$ cat config.mk
export PLATFORM = sky130hd
export DESIGN_NAME = pgm_row_ctrl
export DESIGN_NICKNAME = d
export VERILOG_FILES = /design/src/rtl/pgm_pkg.sv /design/src/rtl/pgm_addr_ctr.sv /design/src/rtl/pgm_row_latch.sv /design/src/rtl/pgm_read_mask.sv /design/src/rtl/pgm_row_ctrl.sv
export SDC_FILE = /design/constraint.sdc
export NUM_CORES = 1
export LEC_CHECK = 0
export BUFFER_PORTS_ARGS = -buffer_cell sky130_fd_sc_hd__buf_2
export CAP_MARGIN = 20
export CORE_MARGIN = 8
export CORE_UTILIZATION = 59
export CTS_BUF_LIST = sky130_fd_sc_hd__clkbuf_16
export CTS_CLUSTER_SIZE = 24
export DETAILED_ROUTE_END_ITERATION = 7
export PLACE_DENSITY = 0.89
export SYNTH_ARGS = -nofsm -noshare
export SYNTH_HDL_FRONTEND = slang
export SYNTH_SLANG_ARGS = --single-unit
$ cat constraint.sdc
create_clock -name clk -period 7.4 [get_ports clk]
set_clock_uncertainty 0.2 [all_clocks]
set_input_delay 0.37 -clock clk [delete_from_list [all_inputs] [get_ports clk]]
set_output_delay 0.37 -clock clk [all_outputs]
set_load 0.01 [all_outputs]
$ cat src/rtl/pgm_pkg.sv
package pgm_pkg;
  typedef enum logic [2:0] {
    OP_LOAD  = 3'd0,
    OP_READ  = 3'd1,
    OP_INCR  = 3'd2,
    OP_BEGIN = 3'd3,
    OP_END   = 3'd4,
    OP_ERASE = 3'd5
  } pgm_op_e;

  typedef enum logic [2:0] {
    ST_IDLE,
    ST_WRITE,
    ST_HOLD,
    ST_RDREQ,
    ST_RDCAP,
    ST_RDOUT
  } pgm_st_e;
endpackage

$ cat src/rtl/pgm_addr_ctr.sv
module pgm_addr_ctr #(
  parameter int unsigned ADDR_W = 12
) (
  input  logic              clk,
  input  logic              rst_n,
  input  logic              enter,
  input  logic              inc,
  output logic [ADDR_W-1:0] pc,
  output logic              cfg_open
);
  always_ff @(posedge clk) begin
    if (!rst_n || enter) begin
      pc       <= '1;
      cfg_open <= 1'b1;
    end else if (inc) begin
      pc       <= pc + ADDR_W'(1);
      cfg_open <= 1'b0;
    end
  end

  AST_PC_STEP: assert property (@(posedge clk) disable iff (!rst_n)
    (inc && !enter) |=> (pc == $past(pc) + ADDR_W'(1)) && !cfg_open);
  AST_PC_ENTRY: assert property (@(posedge clk) disable iff (!rst_n)
    enter |=> (&pc) && cfg_open);
endmodule

$ cat src/rtl/pgm_row_latch.sv
module pgm_row_latch #(
  parameter int unsigned WORD_W    = 12,
  parameter int unsigned ROW_WORDS = 4,
  localparam int unsigned IDX_W    = $clog2(ROW_WORDS)
) (
  input  logic              clk,
  input  logic              rst_n,
  input  logic              clear,
  input  logic              load,
  input  logic [IDX_W-1:0]  load_idx,
  input  logic [WORD_W-1:0] load_data,
  input  logic [IDX_W-1:0]  rd_idx,
  output logic [WORD_W-1:0] rd_data,
  output logic              rd_loaded
);
  logic [WORD_W-1:0]    ent [ROW_WORDS];
  logic [ROW_WORDS-1:0] loaded;

  for (genvar i = 0; i < ROW_WORDS; i++) begin : g_ent
    always_ff @(posedge clk) begin
      if (!rst_n || clear) begin
        ent[i]    <= '1;
        loaded[i] <= 1'b0;
      end else if (load && load_idx == IDX_W'(i)) begin
        ent[i]    <= load_data;
        loaded[i] <= 1'b1;
      end
    end
  end

  assign rd_data   = ent[rd_idx];
  assign rd_loaded = loaded[rd_idx];
endmodule

$ cat src/rtl/pgm_read_mask.sv
module pgm_read_mask #(
  parameter int unsigned ADDR_W     = 12,
  parameter int unsigned WORD_W     = 12,
  parameter int unsigned BUS_W      = 14,
  parameter int unsigned PROT_LIMIT = 'h3F,
  parameter int unsigned ID_COUNT   = 4
) (
  input  logic [ADDR_W-1:0] addr,
  input  logic              cfg_open,
  input  logic              prot_n,
  input  logic [WORD_W-1:0] raw,
  output logic [BUS_W-1:0]  word
);
  logic              in_user, in_id, in_cfg, blanked;
  logic [WORD_W-1:0] data;

  always_comb begin
    in_user = !addr[ADDR_W-1];
    in_id   = addr[ADDR_W-1] && (addr[ADDR_W-2:0] < (ADDR_W-1)'(ID_COUNT));
    in_cfg  = &addr;
    blanked = !prot_n && (addr > ADDR_W'(PROT_LIMIT));
    if (in_user)                data = blanked ? '0 : raw;
    else if (in_id)             data = raw;
    else if (in_cfg && cfg_open) data = raw;
    else                        data = '0;
    word = {{(BUS_W-WORD_W){1'b1}}, data};
  end
endmodule

$ cat src/rtl/pgm_row_ctrl.sv
module pgm_row_ctrl
  import pgm_pkg::*;
#(
  parameter int unsigned ADDR_W     = 12,
  parameter int unsigned WORD_W     = 12,
  parameter int unsigned BUS_W      = 14,
  parameter int unsigned ROW_WORDS  = 4,
  parameter int unsigned ID_COUNT   = 4,
  parameter int unsigned PROT_LIMIT = 'h3F
) (
  input  logic              clk,
  input  logic              rst_n,
  input  logic              mode_enter,
  input  logic              cmd_valid,
  output logic              cmd_ready,
  input  logic [2:0]        cmd_op,
  input  logic [BUS_W-1:0]  cmd_word,
  output logic              rd_valid,
  input  logic              rd_ready,
  output logic [BUS_W-1:0]  rd_word,
  input  logic              prot_n,
  output logic              mem_rd_en,
  output logic              mem_wr_en,
  output logic [ADDR_W-1:0] mem_addr,
  output logic [WORD_W-1:0] mem_wr_data,
  input  logic [WORD_W-1:0] mem_rdata,
  output logic              mem_erase,
  output logic              mem_erase_ids
);
  localparam int unsigned IDX_W = $clog2(ROW_WORDS);

  pgm_st_e           st;
  logic [IDX_W-1:0]  widx;
  logic [ADDR_W-1:0] pc;
  logic              cfg_open;
  logic              fire, act, do_inc, do_load, do_clear;
  logic [WORD_W-1:0] lat_data;
  logic              lat_loaded;
  logic              pc_user, pc_id, pc_cfg, single_ok, slot_ok;
  logic [BUS_W-1:0]  masked;
  logic              unused_hi;

  assign unused_hi = ^cmd_word[BUS_W-1:WORD_W];

  assign cmd_ready = (st == ST_IDLE) || (st == ST_HOLD);
  assign fire      = cmd_valid && cmd_ready;
  assign act       = fire && (st == ST_IDLE);
  assign do_inc    = act && (cmd_op == OP_INCR);
  assign do_load   = act && (cmd_op == OP_LOAD);
  assign do_clear  = mode_enter || (fire && cmd_op == OP_END);

  pgm_addr_ctr #(.ADDR_W(ADDR_W)) u_addr (
    .clk(clk), .rst_n(rst_n), .enter(mode_enter), .inc(do_inc),
    .pc(pc), .cfg_open(cfg_open)
  );

  pgm_row_latch #(.WORD_W(WORD_W), .ROW_WORDS(ROW_WORDS)) u_latch (
    .clk(clk), .rst_n(rst_n), .clear(do_clear), .load(do_load),
    .load_idx(pc[IDX_W-1:0]), .load_data(cmd_word[WORD_W-1:0]),
    .rd_idx(widx), .rd_data(lat_data), .rd_loaded(lat_loaded)
  );

  pgm_read_mask #(
    .ADDR_W(ADDR_W), .WORD_W(WORD_W), .BUS_W(BUS_W),
    .PROT_LIMIT(PROT_LIMIT), .ID_COUNT(ID_COUNT)
  ) u_mask (
    .addr(pc), .cfg_open(cfg_open), .prot_n(prot_n),
    .raw(mem_rdata), .word(masked)
  );

  // Write-target classification for the sweep over latch entries.
  always_comb begin
    pc_user   = !pc[ADDR_W-1];
    pc_id     = pc[ADDR_W-1] && (pc[ADDR_W-2:0] < (ADDR_W-1)'(ID_COUNT));
    pc_cfg    = &pc;
    single_ok = pc_id || (pc_cfg && cfg_open);
    slot_ok   = lat_loaded &&
                (pc_user || (single_ok && widx == pc[IDX_W-1:0]));
  end

  assign mem_wr_en   = (st == ST_WRITE) && slot_ok;
  assign mem_rd_en   = (st == ST_RDREQ);
  assign mem_addr    = (st == ST_WRITE) ? {pc[ADDR_W-1:IDX_W], widx} : pc;
  assign mem_wr_data = lat_data;
  assign rd_valid    = (st == ST_RDOUT);

  always_ff @(posedge clk) begin
    if (!rst_n || mode_enter) begin
      st            <= ST_IDLE;
      widx          <= '0;
      mem_erase     <= 1'b0;
      mem_erase_ids <= 1'b0;
      if (!rst_n) rd_word <= '0;
    end else begin
      mem_erase     <= 1'b0;
      mem_erase_ids <= 1'b0;
      case (st)
        ST_IDLE: if (act) begin
          case (cmd_op)
            OP_READ:  st <= ST_RDREQ;
            OP_BEGIN: begin st <= ST_WRITE; widx <= '0; end
            OP_ERASE: begin
              mem_erase     <= 1'b1;
              mem_erase_ids <= pc[ADDR_W-1] && !cfg_open;
            end
            default: ;
          endcase
        end
        ST_WRITE: begin
          widx <= widx + IDX_W'(1);
          if (widx == IDX_W'(ROW_WORDS-1)) st <= ST_HOLD;
        end
        ST_HOLD:  if (fire && cmd_op == OP_END) st <= ST_IDLE;
        ST_RDREQ: st <= ST_RDCAP;
        ST_RDCAP: begin rd_word <= masked; st <= ST_RDOUT; end
        ST_RDOUT: if (rd_ready) st <= ST_IDLE;
        default:  st <= ST_IDLE;
      endcase
    end
  end

  AST_RD_HOLD: assert property (@(posedge clk) disable iff (!rst_n)
    (rd_valid && !rd_ready && !mode_enter) |=> rd_valid && $stable(rd_word));
  AST_BUSY_NO_CMD: assert property (@(posedge clk) disable iff (!rst_n)
    (mem_wr_en || mem_rd_en) |-> !cmd_ready);
  AST_WR_LEGAL: assert property (@(posedge clk) disable iff (!rst_n)
    mem_wr_en |-> (!mem_addr[ADDR_W-1] || (&mem_addr) ||
                   mem_addr[ADDR_W-2:0] < (ADDR_W-1)'(ID_COUNT)));
  AST_CFG_WR_OPEN: assert property (@(posedge clk) disable iff (!rst_n)
    (mem_wr_en && (&mem_addr)) |-> cfg_open);
  AST_TOP_ONES: assert property (@(posedge clk) disable iff (!rst_n)
    rd_valid |-> (&rd_word[BUS_W-1:WORD_W]));
endmodule

==> results by group <==
Yosys
  • Gate Count Post-Synth: 322
  • Register area share after synthesis: 59.0%
  • Synth Warn #: 0
  • Top FF cell, synth: edfxtp_1
  • Mean post-synth cell area: 12.4 µm²
  • Post-synthesis cell type count: 47
  • Yosys top cell area share: 45.9%
  • FF+latch count, synth: 87
  • Syn_nets: 362
  • Top cells by area, synth: edfxtp_1 (46%), dfxtp_1 (13%), or2_2 (7.7%)
  • Synth Cell Area: 3990 µm²
  • Post-synth EDFFs: 61
  • Largest area contributor in the netlist: edfxtp_1
  • Synth async-reset ratio: 0%

Detailed routing
  • WL met1: 3390 µm
  • Routed length per instance: 17.7 µm
  • # DRC: 0
  • DR iter-0 viols: 142
  • Met3 routed wirelength: 506 µm
  • Total detailed-routing wirelength: 8370 µm
  • DR vias: 2,699
  • Top layer in use: met4
  • Remaining antenna violation count after routing: 0
  • DR WL met2: 4290 µm
  • DR vias/cell: 5.72
  • DRT Pass-1 Iters: 4

Critical path
  • CP delay by family, top: simple AND/OR/NAND/NOR gates
  • FF-to-FF path depth: 3
  • CP endpoint: mem_wr_en
  • RR Endpoint: u_latch.ent[1][8]
  • Buf/Inv on CP: 1
  • Reg-to-Reg Start: st[0]
  • Critical Path Stages: 6
  • Slowest stage cell, crit path: dfxtp_1
  • Kind of critical path: reg -> out
  • R2R setup slack: 4820 ps
  • CP Cell Sequence: ha_1 > nand2_1 > nor4_1 > nor2_1 > nor3_1 > buf_2
  • Crit path required time: 6830 ps
  • Startpoint types: flip-flop
  • CP arrival: 2010 ps
  • CP Max Fanout: 7
  • CP Launch Point: u_addr.pc[0]
  • CP endpoint kind: output pin
  • Slowest stage delay, CP: 470 ps

Final layout
  • Antenna diodes: 0
  • Register area: 2350 µm²
  • Most frequent cells in the layout: buf_2 (76), edfxtp_1 (61), or2_2 (49), nand2_1 (36), dfxtp_1 (26)
  • Fill count: 492
  • Leading cell type in the layout, fill and taps excluded: buf_2
  • Final Cell Area: 4700 µm²
  • Layout cells sized above 1: 40.8%
  • # nets final: 427
  • Non-Filler Instances: 472
  • Synthesis-to-finish area growth: 17.8%
  • Multi-input logic area: 1480 µm²

Global route
  • Vias in the first global route: 2,821
  • All-Layer GR Usage: 18.0%
  • Pin count of the biggest net entering global routing: 22
  • First-pass GRT wire length: 13,700 µm
  • Final global-route overflow total: 0
  • Initial antenna violation count: 0

Power and ir drop
  • Reg power frac: 48.1%
  • Sw Share: 20.4%
  • Gate power share: 4.9%
  • Leakage power: 1.64 nW
  • Worst-case vdd ir drop: 0.176 mV
  • Pint: 0.879 mW
  • Clk pwr share: 47.0%
  • Switching Power: 0.226 mW
  • PwrDens: 235 nW/µm²
  • Tot Pwr: 1.10 mW

Timing
  • RSZ-0062 raised after global routing: no
  • Max-slew violation count: 0
  • Period utilisation layout: 34.9%
  • Setup violators final: 0
  • FMAX: 0.387 GHz
  • Final hold violations: 0
  • Slew headroom: 43.4%
  • Final min period: 2580 ps
  • Setup TNS after final layout: 0 ps
  • Measured slew at the worst slew-check pin: 848 ps

Die
  • Core area: 6680 µm²
  • Die Ht: 98.2 µm
  • I/O pin cnt: 79
  • Rows: 30
  • Chip Width: 98.2 µm
  • Die area: 9650 µm²
  • Starting Density: 59.7%

CTS
  • H-tree level count: 3
  • CTS tree: yes
  • Worst-path clk slew: 60 ps
  • Clock Path Buffers: 2
  • Setup repair bufs after CTS: 0
  • Post-CTS Resized: 0
  • Clock Sinks: 87
  • Post-CTS Hold Fix Bufs: 0
  • Clk root buf: clkbuf_16
  • Number of buffers created by CTS: 9
  • Clk_lat worst skew: 330 ps

Min path
  • HP Class: in -> reg

Placement
  • Placed cell area: 4350 µm²
  • HPWL Detailed: 5800 µm
  • IO buf count: 76
  • Placed cells: 456
  • Final RePlAce weighted congestion: 0.864

Job
  • Max cap viols: 0

Run status
  • Status: finished clean
[cells in the mapped netlist, types with 6 or more instances]
cell      count
edfxtp_1     61
nand2_1      36
buf_4        11
inv_1         9
and2_1       16
clkbuf_1      8
mux4_2       13
or2_2        49
o21ai_0       9
nor2_1        9
xor2_1        6
dfxtp_1      26
[routing by layer]
| layer | GRT usage (%) | vias to the layer above |
|---|---|---|
| met4 | 9.21 | 0 |
| met5 | 0 | - |
| met1 | 20.0 | 1310 |
| met3 | 4.55 | 14 |
| met2 | 31.2 | 91 |
| li1 | - | 1284 |
[metrics by stage]
stage / hold slack, ps / worst slack, ps / utilization [%]
3_3_place_gp: 227 / 4790 / 65.1
3_5_place_dp: 216 / 4700 / 65.1
6_report: 114 / 4820 / 70.3
5_1_grt: 112 / 4660 / 70.3
2_1_floorplan: 199 / 4670 / -
4_1_cts: 105 / 4800 / 70.3
[worst min-delay path by stage]
stage                            startpoint  cells past startpoint                end
final                          mem_rdata[3]                      2         rd_word[3]
after global routing          mem_rdata[10]                      2        rd_word[10]
after CTS                     mem_rdata[10]                      2        rd_word[10]
after detailed placement    u_addr.cfg_open                      1      mem_erase_ids
after global placement    u_latch.loaded[3]                      2  u_latch.loaded[3]
after floorplan             u_addr.cfg_open                      1      mem_erase_ids
[worst register-to-register path, cell delays in order, from the launching register on]
cell,delay (ps)
dfxtp_1,660
nor2_1,170
a21oi_1,570
nand2_1,580
[flip-flops by register name (all words and copies together) (netlist names), named ones only]
signal           cells
rd_word             13
st                   3
mem_erase_ids        1
widx                 2
u_latch.ent         48
u_addr.pc           12
mem_erase            1
u_addr.cfg_open      1
u_latch.loaded       4
[area by class of cell]
type / instances / share of cell area, %
flip-flops and latches: 87 / 50.1
repair buffers: 77 / 8.26
inverters: 9 / 0.719
clock buffers: 9 / 4.79
well taps: 80 / 2.13
multi-input cells: 203 / 31.5
clock inverters: 7 / 2.56
[cell families after synthesis]
kind of cell,Yosys count,synth area share [%]
simple gates,147,20.9
flops,87,59.0
fa+ha+maj,5,1.57
mux,18,8.66
compound gates,25,3.98
xor+xnor,8,1.76
buf+inv,32,4.14
[power by group through the flow]
stage                     logic, mW  registers [mW]  clock network, mW
after floorplan              0.0297           0.542                  0
after global placement       0.0525           0.541                  0
after detailed placement     0.0546           0.542                  0
after CTS                    0.0550           0.531              0.524
after global routing         0.0601           0.532              0.542
final                        0.0546           0.531              0.519
(Power assumes the default switching activity.)
